===== src/rtl/node_store_pkg.sv =====
package node_store_pkg;

    // One coordinate: two's-complement fixed point, 24 integer and 8 fraction bits.
    localparam int COORD_W = 32;

    typedef struct packed {
        logic signed [COORD_W-1:0] x;
        logic signed [COORD_W-1:0] y;
    } node_t;

    localparam int NODE_W = $bits(node_t);

endpackage


===== src/rtl/node_store_decode.sv =====
// Request-vector decoder: turns the requester bit vector and the bank
// fill state into per-bank write enables, and the read bank field into a
// one-hot bank select. Purely combinational, so every subset of requests
// resolves inside the window.
module node_store_decode #(
    parameter int N_REQ = 4,
    parameter int SEL_W = 2
) (
    input  logic [N_REQ-1:0] req_i,
    input  logic [N_REQ-1:0] full_i,
    input  logic             rd_en_i,
    input  logic [SEL_W-1:0] rd_sel_i,
    output logic [N_REQ-1:0] bank_we_o,
    output logic [N_REQ-1:0] rd_bank_oh_o
);

    for (genvar b = 0; b < N_REQ; b++) begin : g_bank
        assign bank_we_o[b]    = req_i[b] & ~full_i[b];
        assign rd_bank_oh_o[b] = rd_en_i && (rd_sel_i == SEL_W'(b));
    end

endmodule


===== src/rtl/node_store_bank.sv =====
// One single-channel bank with a private append pointer.
module node_store_bank #(
    parameter int DEPTH  = 16,
    parameter int OFF_W  = 4,
    parameter int NODE_W = 64
) (
    input  logic              clk_i,
    input  logic              rst_ni,
    input  logic              we_i,
    input  logic [NODE_W-1:0] wdata_i,
    input  logic [OFF_W-1:0]  rd_off_i,
    output logic [NODE_W-1:0] rdata_o,
    output logic [OFF_W-1:0]  wr_off_o,
    output logic              full_o
);

    localparam int PTR_W = $clog2(DEPTH + 1);

    typedef struct packed {
        logic [PTR_W-1:0] ptr;
    } bank_state_t;

    bank_state_t st_d, st_q;
    logic [NODE_W-1:0] mem [DEPTH];
    logic              commit;

    assign full_o   = (st_q.ptr == PTR_W'(DEPTH));
    assign commit   = we_i && !full_o;
    assign wr_off_o = st_q.ptr[OFF_W-1:0];
    assign rdata_o  = mem[rd_off_i];

    always_comb begin
        st_d = st_q;
        if (commit) begin
            st_d.ptr = st_q.ptr + 1'b1;
        end
    end

    always_ff @(posedge clk_i) begin
        if (!rst_ni) begin
            st_q <= '0;
        end else begin
            st_q <= st_d;
        end
    end

    // Storage array: no reset, written only on a committed append.
    always_ff @(posedge clk_i) begin
        if (commit) begin
            mem[st_q.ptr[OFF_W-1:0]] <= wdata_i;
        end
    end

endmodule


===== src/rtl/node_store_rdmux.sv =====
// Read-path multiplexer: picks one bank's word with a one-hot select.
module node_store_rdmux #(
    parameter int N_REQ  = 4,
    parameter int NODE_W = 64
) (
    input  logic [N_REQ*NODE_W-1:0] bank_data_i,
    input  logic [N_REQ-1:0]        sel_oh_i,
    output logic [NODE_W-1:0]       data_o
);

    always_comb begin
        data_o = '0;
        for (int b = 0; b < N_REQ; b++) begin
            if (sel_oh_i[b]) begin
                data_o = data_o | bank_data_i[b*NODE_W +: NODE_W];
            end
        end
    end

endmodule


===== src/rtl/node_store.sv =====
module node_store
    import node_store_pkg::*;
#(
    parameter int N_REQ      = 4,
    parameter int BANK_DEPTH = 16,   // power of two
    localparam int OFF_W  = $clog2(BANK_DEPTH),
    localparam int SEL_W  = (N_REQ > 1) ? $clog2(N_REQ) : 1,
    localparam int ADDR_W = SEL_W + OFF_W
) (
    input  logic                    clk_i,
    input  logic                    rst_ni,
    input  logic [N_REQ-1:0]        wr_valid_i,
    input  logic [N_REQ*NODE_W-1:0] wr_node_i,
    output logic [N_REQ-1:0]        wr_ready_o,
    output logic [N_REQ-1:0]        wr_ack_o,
    output logic [N_REQ*ADDR_W-1:0] wr_ack_addr_o,
    input  logic                    rd_en_i,
    input  logic [ADDR_W-1:0]       rd_addr_i,
    output logic                    rd_valid_o,
    output logic [NODE_W-1:0]       rd_node_o
);

    typedef struct packed {
        logic [N_REQ-1:0]        ack;
        logic [N_REQ*ADDR_W-1:0] ack_addr;
        logic                    rd_valid;
        logic [NODE_W-1:0]       rd_node;
    } top_state_t;

    top_state_t st_d, st_q;

    logic [N_REQ-1:0]        full;
    logic [N_REQ-1:0]        bank_we;
    logic [N_REQ-1:0]        rd_oh;
    logic [N_REQ*OFF_W-1:0]  wr_off;
    logic [N_REQ*NODE_W-1:0] bank_rdata;
    logic [NODE_W-1:0]       rd_word;

    node_store_decode #(
        .N_REQ (N_REQ),
        .SEL_W (SEL_W)
    ) u_decode (
        .req_i        (wr_valid_i),
        .full_i       (full),
        .rd_en_i      (rd_en_i),
        .rd_sel_i     (rd_addr_i[ADDR_W-1:OFF_W]),
        .bank_we_o    (bank_we),
        .rd_bank_oh_o (rd_oh)
    );

    for (genvar b = 0; b < N_REQ; b++) begin : g_bank
        node_store_bank #(
            .DEPTH  (BANK_DEPTH),
            .OFF_W  (OFF_W),
            .NODE_W (NODE_W)
        ) u_bank (
            .clk_i    (clk_i),
            .rst_ni   (rst_ni),
            .we_i     (bank_we[b]),
            .wdata_i  (wr_node_i[b*NODE_W +: NODE_W]),
            .rd_off_i (rd_addr_i[OFF_W-1:0]),
            .rdata_o  (bank_rdata[b*NODE_W +: NODE_W]),
            .wr_off_o (wr_off[b*OFF_W +: OFF_W]),
            .full_o   (full[b])
        );
    end

    node_store_rdmux #(
        .N_REQ  (N_REQ),
        .NODE_W (NODE_W)
    ) u_rdmux (
        .bank_data_i (bank_rdata),
        .sel_oh_i    (rd_oh),
        .data_o      (rd_word)
    );

    always_comb begin
        st_d          = st_q;
        st_d.ack      = bank_we & ~full;
        st_d.rd_valid = rd_en_i;
        if (rd_en_i) begin
            st_d.rd_node = rd_word;
        end
        for (int i = 0; i < N_REQ; i++) begin
            if (bank_we[i] && !full[i]) begin
                st_d.ack_addr[i*ADDR_W +: ADDR_W] = {SEL_W'(i), wr_off[i*OFF_W +: OFF_W]};
            end
        end
    end

    always_ff @(posedge clk_i) begin
        if (!rst_ni) begin
            st_q <= '0;
        end else begin
            st_q <= st_d;
        end
    end

    assign wr_ready_o    = ~full;
    assign wr_ack_o      = st_q.ack;
    assign wr_ack_addr_o = st_q.ack_addr;
    assign rd_valid_o    = st_q.rd_valid;
    assign rd_node_o     = st_q.rd_node;

endmodule


===== config.mk =====
export PLATFORM = sky130hd
export DESIGN_NAME = node_store
export DESIGN_NICKNAME = d
export VERILOG_FILES = /design/src/rtl/node_store_pkg.sv /design/src/rtl/node_store_decode.sv /design/src/rtl/node_store_bank.sv /design/src/rtl/node_store_rdmux.sv /design/src/rtl/node_store.sv
export SDC_FILE = /design/constraint.sdc
export NUM_CORES = 2
export LEC_CHECK = 0
export ABC_CLOCK_PERIOD_IN_PS = 4860
export BUFFER_PORTS_ARGS = -buffer_cell sky130_fd_sc_hd__clkbuf_2
export CORE_MARGIN = 2
export CORE_UTILIZATION = 55
export DETAILED_ROUTE_END_ITERATION = 8
export PLACE_DENSITY = 0.72
export SYNTH_ARGS = -nofsm -noshare
export SYNTH_HDL_FRONTEND = slang
export SYNTH_HIERARCHICAL = 1
export SYNTH_SLANG_ARGS = --single-unit

===== constraint.sdc =====
create_clock -name clk_i -period 4.86 [get_ports clk_i]
set_clock_uncertainty 0.05 [all_clocks]
set_input_delay 1.215 -clock clk_i [delete_from_list [all_inputs] [get_ports clk_i]]
set_output_delay 1.215 -clock clk_i [all_outputs]
set_load 0.03 [all_outputs]

### Yosys cells after proc, flatten, opt, wreduce, memory -nomap -nowiden

Memories as Yosys holds them, arrays and structs flattened.
Cells that the tools add are included.

| cells by class | value |
|---|---|
| add/sub/neg operators | 4 |
| multipliers | 0 |
| div/mod/pow operators | 0 |
| magnitude comparators | 0 |
| eq/ne operators | 7 |
| shifts and indexed selects | 0 |
| multiplexer cells | 12 |
| bitwise gates (word level) | 13 |
| reduce and logical (&&, ||, !) cells | 13 |

Operator list:

| kind | count |
|---|---|
| $mux 64 | 4 |
| $or 64x64->64 | 3 |
| $add 5x1->5 const B | 4 |
| $eq 5x5->1 const B | 4 |
| $logic_and 1x1->1 | 8 |
| $mux 1 | 8 |
| $and 1x1->1 | 4 |
| $and 4x4->4 | 1 |
| $eq 2x2->1 const B | 2 |
| $logic_not 1->1 | 4 |
| $not 1->1 | 4 |
| $not 4->4 | 1 |
| $eq 2x1->1 const B | 1 |
| $logic_not 2->1 | 1 |

| storage, ports and cells | value |
|---|---|
| flip-flop bits (word level) | 108 |
| latch bits | 0 |
| RAM bits | 4096 |
| bits in read-only memories | 0 |
| input port bits | 269 |
| output and inout bits | 97 |
| word-level logic and storage cells | 64 |
| memories kept | 4 |

Memory list:

| memory | words | bits a word | rd ports | clocked after Yosys merged registers in | wr ports | line | RTL |
|---|---|---|---|---|---|---|---|
| g_bank[0].u_bank.mem | 16 | 64 | 1 | 0 | 1 | node_store_bank.sv:24 | `logic [NODE_W-1:0] mem [DEPTH];` |
| g_bank[1].u_bank.mem | 16 | 64 | 1 | 0 | 1 | node_store_bank.sv:24 |  |
| g_bank[2].u_bank.mem | 16 | 64 | 1 | 0 | 1 | node_store_bank.sv:24 |  |
| g_bank[3].u_bank.mem | 16 | 64 | 1 | 0 | 1 | node_store_bank.sv:24 |  |

### Logic depth before layout (Yosys ltp)

| logic depth | value |
|---|---|
| word-level depth | 9 |
| depth in mapped cells | 10 |
| mapped depth without buffers | 8 |

### Hierarchy

Netlist, hierarchy kept.

Modules (own cells, without submodules):

| module | instances | cells each | area each (µm²) | sequential area each (µm²) |
|---|---|---|---|---|
| node_store_bank (g_bank[0].u_bank ...) | 3 | 1620 | 38600.8 | 30849.6 |
| node_store_bank (g_bank[3].u_bank) | 1 | 1620 | 38602.0 | 30849.6 |
| node_store | 1 | 308 | 3380.7 | 1761.7 |
| node_store_rdmux | 1 | 220 | 1616.6 | 0.0 |
| node_store_decode | 1 | 8 | 62.6 | 0.0 |

### Worst setup path after synthesis

OpenSTA, ideal clock, no wires.

| timing | value |
|---|---|
| path kind | input port to flip-flop |
| from | input wr_valid_i[3] |
| to | memory g_bank[3].u_bank.mem[12][0] (enable) |
| library setup time | 0.486 ns |
| arrival | 4.527 ns |
| required time | 4.324 ns |
| slack | -0.203 ns |
| stages on the path | 4 |
| buffers on the path | 1 |
| path through | nor2b_1 > clkbuf_1 > nand2_1 > nor2_1 |

| on the way | value |
|---|---|
| longest elaborated chain between the ends | 4 |

Ends and longest elaborated chain:

| item | line | RTL |
|---|---|---|
| start, declared | node_store.sv:12 | `input logic [N_REQ-1:0] wr_valid_i,` |
| $and 1x1->1 | node_store_decode.sv:18 | `assign bank_we_o[b] = req_i[b] & ~full_i[b];` |
| $logic_and 1x1->1 | node_store_bank.sv:28 | `assign commit = we_i && !full_o;` |
| $mux 1 | node_store_bank.sv:49 | `if (commit) begin` |
| $mux 1 (not written as such) | node_store_bank.sv:50 | `mem[st_q.ptr[OFF_W-1:0]] <= wdata_i;` |
| end, declared | node_store_bank.sv:24 |  |

Every way passes these cells.

### Final worst setup path

| timing | value |
|---|---|
| from | input rd_addr_i[0] |
| to | register st_q, in the netlist rd_node_o[51] |

| on the way | value |
|---|---|
| elaborated cells between the ends (all ways) | 11 |
| classes of those cells | 4 x mux; 3 x bitwise; 4 x memory |

RTL lines:

| item | line | RTL |
|---|---|---|
| start, declared | node_store.sv:18 | `input logic [ADDR_W-1:0] rd_addr_i,` |
| $mem_v2 16x64 (*) | n/a |  |
| via bank_rdata[179] | node_store.sv:36 | `logic [N_REQ*NODE_W-1:0] bank_rdata;` |
| $or 64x64->64 (*) | node_store_rdmux.sv:15 | `data_o = data_o \| bank_data_i[b*NODE_W +: NODE_W];` |
| $mux 64 (*) | node_store_rdmux.sv:14 | `if (sel_oh_i[b]) begin` |
| $or 64x64->64 | node_store_rdmux.sv:15 |  |
| $mux 64 (*) | node_store_rdmux.sv:14 |  |
| via rd_word[51] | node_store.sv:37 | `logic [NODE_W-1:0] rd_word;` |
| end signal, assigned | node_store.sv:95 | `st_q <= st_d;` |
| end, declared | node_store.sv:30 | `top_state_t st_d, st_q;` |

The timed path passes the listed nets; every way through them passes the cells marked *.
A chain may end at the register's enable or synchronous reset.

==> impl_metrics.ini <==
[cells_and_area]
multi_input_area_um2 = 32300
final_common_cell = edfxtp_1
regArea_um2 = 125200
fin_area_um2 = 181400
drive_gt1_share_pct = 29.74
num-nets-final = 7967
nFillCells = 18512
syn_to_final_growth_pct = 13.75
layout_common_cells = edfxtp_1 (4096), mux4_2 (1024), a22oi_1 (622)

[logic_synthesis]
avgSynthCellArea_um2 = 22.73
synth_area_leaders = edfxtp_1 (77%), mux4_2 (14%), a22oi_1 (2.9%)
yosys_most_used_dff = edfxtp_1
yosysTopAreaCell = edfxtp_1
yosysUniqueCellTypes = 35
netlist_instances = 7016
syn-cell-area_um2 = 159500
synth_warnings = 6
async_flop_share_pct = 0
synth-seq-cells = 4204
synth_top_area_share_pct = 77.13
yosysSeqAreaShare_pct = 78.49
synth_edf_count = 4096

[pwr]
power.share.clock_pct = 41.7
swShare_pct = 21.61
netSwitchingPower_w = 0.01641
combPwrFrac_pct = 5.3
internal_power_w = 0.05954
pwr-share-seq_pct = 53.0
peakVddDrop_mv = 0.3160
p_per_area_nw_per_um2 = 418.7
p_leak_nw = 58.18

[setup_path]
crit_path_start_kind = input pin
critPathArrivalTime_ns = 4.84
cpPeakStageDelay_ns = 0.92
end_kind = register
regToRegSetupSlack_ns = 0.95
worstSetupPathType = input pin to register
reg2regPathDepth = 8
cp_slowest_cell = a22oi_1
worstPathRequired_ns = 5.64
cpMostUsedCell = buf_12
crit_chain = buf_12 > buf_12 > buf_12 > buf_12 > buf_4 > mux4_2 > a22oi_1 > nand2_1 > a22oi_1 > nand2_1 > mux2i_1 > nor2b_1
regToRegEndpoint = g_bank[0].u_bank/mem[15][56]$_DFFE_PP_
r2r_start = g_bank[0].u_bank/st_q[0]$_SDFFE_PN0P_
worstPathMaxFanout = 26

[sta]
max_freq_mhz = 246.0
finalSetupViolations = 0
hold_viol_final = 0
holdWs_ns = 0.4182
layout_setup_ws_ns = 0.7947
rsz0062_at_grt = false
slew-limit-headroom_pct = 18.28
drv_slew = 0
worstMarginPinSlew_ns = 1.226
period_minus_slack_ns = 4.065
layout_worst_path_cycle_share_pct = 83.65

[floorplanning]
chipHeight_um = 542.5
initial_utilization_pct = 55.34
rows = 197
coreArea_um2 = 288100
ioPinCount = 366
die_w_um = 542.5
dieArea_um2 = 294300

[global_routing]
grt_pass1_vias = 78864
grt_antenna_before_repair = 119
grt_pass1_wl_mm = 595.6
overflow = 0
grt_usage_pct = 28.81
grt_max_degree = 86

[clock_network]
cts_buffers = 406
cts_tree = done
clk_latency_ns = 0.97
post_cts_buffers = 0
postCtsHoldBufs = 0
htree_levels = 5
clkTransAtPathRegs_ns = 0.06
clk_path_buf_depth = 4
cts_num_sinks = 4204
cts_resized = 0
cts_root_buffer = clkbuf_16

[placed_design]
dp_slack_ns = -0.1329
portBuffers = 361
placed_area_um2 = 167800
place_congestion = 0.8378
hpwlAfterDp_mm = 245.6

[drt]
drtIter0Drc = 12180
wirelength_mm = 424.8
dr.pass1.iters = 6
wl_per_cell_um = 35.73
drt.antenna.violating_nets = 0
vias = 79379
viasPerCell = 6.678
post-route-drc-count = 0

[outcome]
outcome = finished clean

[min_path]
hp-start = wr_ack_addr_o[7]$_SDFFE_PN0P_
hold_class = register to register
min_delay_worst_endpoint = wr_ack_addr_o[7]$_SDFFE_PN0P_
min_path_cells = 2

[flow_run]
maxCapViolCount = 0
## worst max-delay path by stage
stage / start / to / slack [ns] / depth (start not counted)
final: rd_addr_i[0] / rd_node_o[51]$_SDFFE_PN0P_ / 0.79 / 12
after global routing: g_bank[0].u_bank/st_q[0]$_SDFFE_PN0P_ / g_bank[0].u_bank/mem[15][59]$_DFFE_PP_ / 0.80 / 8
after CTS: rd_addr_i[0] / rd_node_o[51]$_SDFFE_PN0P_ / 0.85 / 12
after detailed placement: rd_addr_i[0] / rd_node_o[51]$_SDFFE_PN0P_ / -0.13 / 12
after global placement: rd_addr_i[0] / rd_node_o[51]$_SDFFE_PN0P_ / -0.15 / 12
after floorplan: wr_valid_i[3] / g_bank[3].u_bank/mem[12][0]$_DFFE_PP_ / -0.20 / 4
## worst max-delay path, delay by kind of cell
kind	cells	cell delay (ns)
AOI/OAI and AO/OA	2	1.15
and+or+nand+nor	3	0.44
muxes	2	0.71
buffers and inverters	5	1.22
## power by group through the flow
stage	Combinational (W)	Sequential, W	Clock [W]
global placement	0.00387	0.0410	0
CTS	0.00399	0.0403	0.0319
floorplan	0.00207	0.0411	0
detailed placement	0.00396	0.0411	0
finish	0.00402	0.0403	0.0316
global route	0.00421	0.0403	0.0332
## state kept, by name (all words and copies together), names as in the netlist
name / flops
rd_node_o: 64
g_bank.u_bank/st_q: 20
wr_ack_addr_o: 19
wr_ack_o: 4
rd_valid_o: 1
g_bank.u_bank/mem: 4096
## cells in the mapped netlist (5+ instances only)
cell / number
and2_1: 9
nand3_1: 8
edfxtp_1: 4096
nand2_1: 372
nor2_1: 56
nand2b_1: 8
mux4_2: 1024
mux2i_1: 80
a22oi_2: 18
clkbuf_1: 161
a22oi_1: 622
nor2b_1: 80
inv_1: 28
buf_1: 61
buf_6: 77
buf_4: 49
a21oi_1: 16
and3_1: 16
ha_1: 16
buf_2: 54
dfxtp_1: 108
o21ai_0: 16
buf_8: 5
## stage by stage
step / util [%] / cells / power [W] / setup TNS [ns]
3_5_place_dp: 58.23 / 11055 / 0.04502 / -0.1329
3_3_place_gp: 58.23 / 11055 / 0.04490 / -0.1500
2_1_floorplan: - / 7019 / 0.04315 / -435.21
6_report: 62.95 / 11887 / 0.07596 / 0
5_1_grt: 62.92 / 11852 / 0.07774 / 0
4_1_cts: 62.89 / 11816 / 0.07618 / 0
## kinds of logic after synthesis
group / share of synthesized area, %
adder cells (fa/ha/maj): 0.1255
other: 0.002352
AND/OR/NAND/NOR: 1.581
XOR/XNOR: 0.02197
flip-flops: 78.49
buffers and inverters: 1.614
AO/OA/AOI/OAI: 3.203
multiplexers: 14.96
## area by class of cell
type,instances,area share [%]
Inverter,28,0.05794
Sequential cell,4204,69.00
Clock inverter,244,1.409
Timing Repair Buffer,666,3.034
Tap cell,3781,2.608
Multi-Input combinational cell,2376,17.81
Clock buffer,517,5.989
Antenna cell,71,0.09795
## per-layer routing
metal | track usage, % | share of wire (%) | up-vias
met3 | 7.399 | 11 | 878
met1 | 38.70 | 36 | 42161
li1 | - | - | 31238
met2 | 44.89 | 48 | 5016
met5 | 0 | 0.13 | -
met4 | 13.08 | 5.0 | 86
Power figures use the tool's default switching activity.
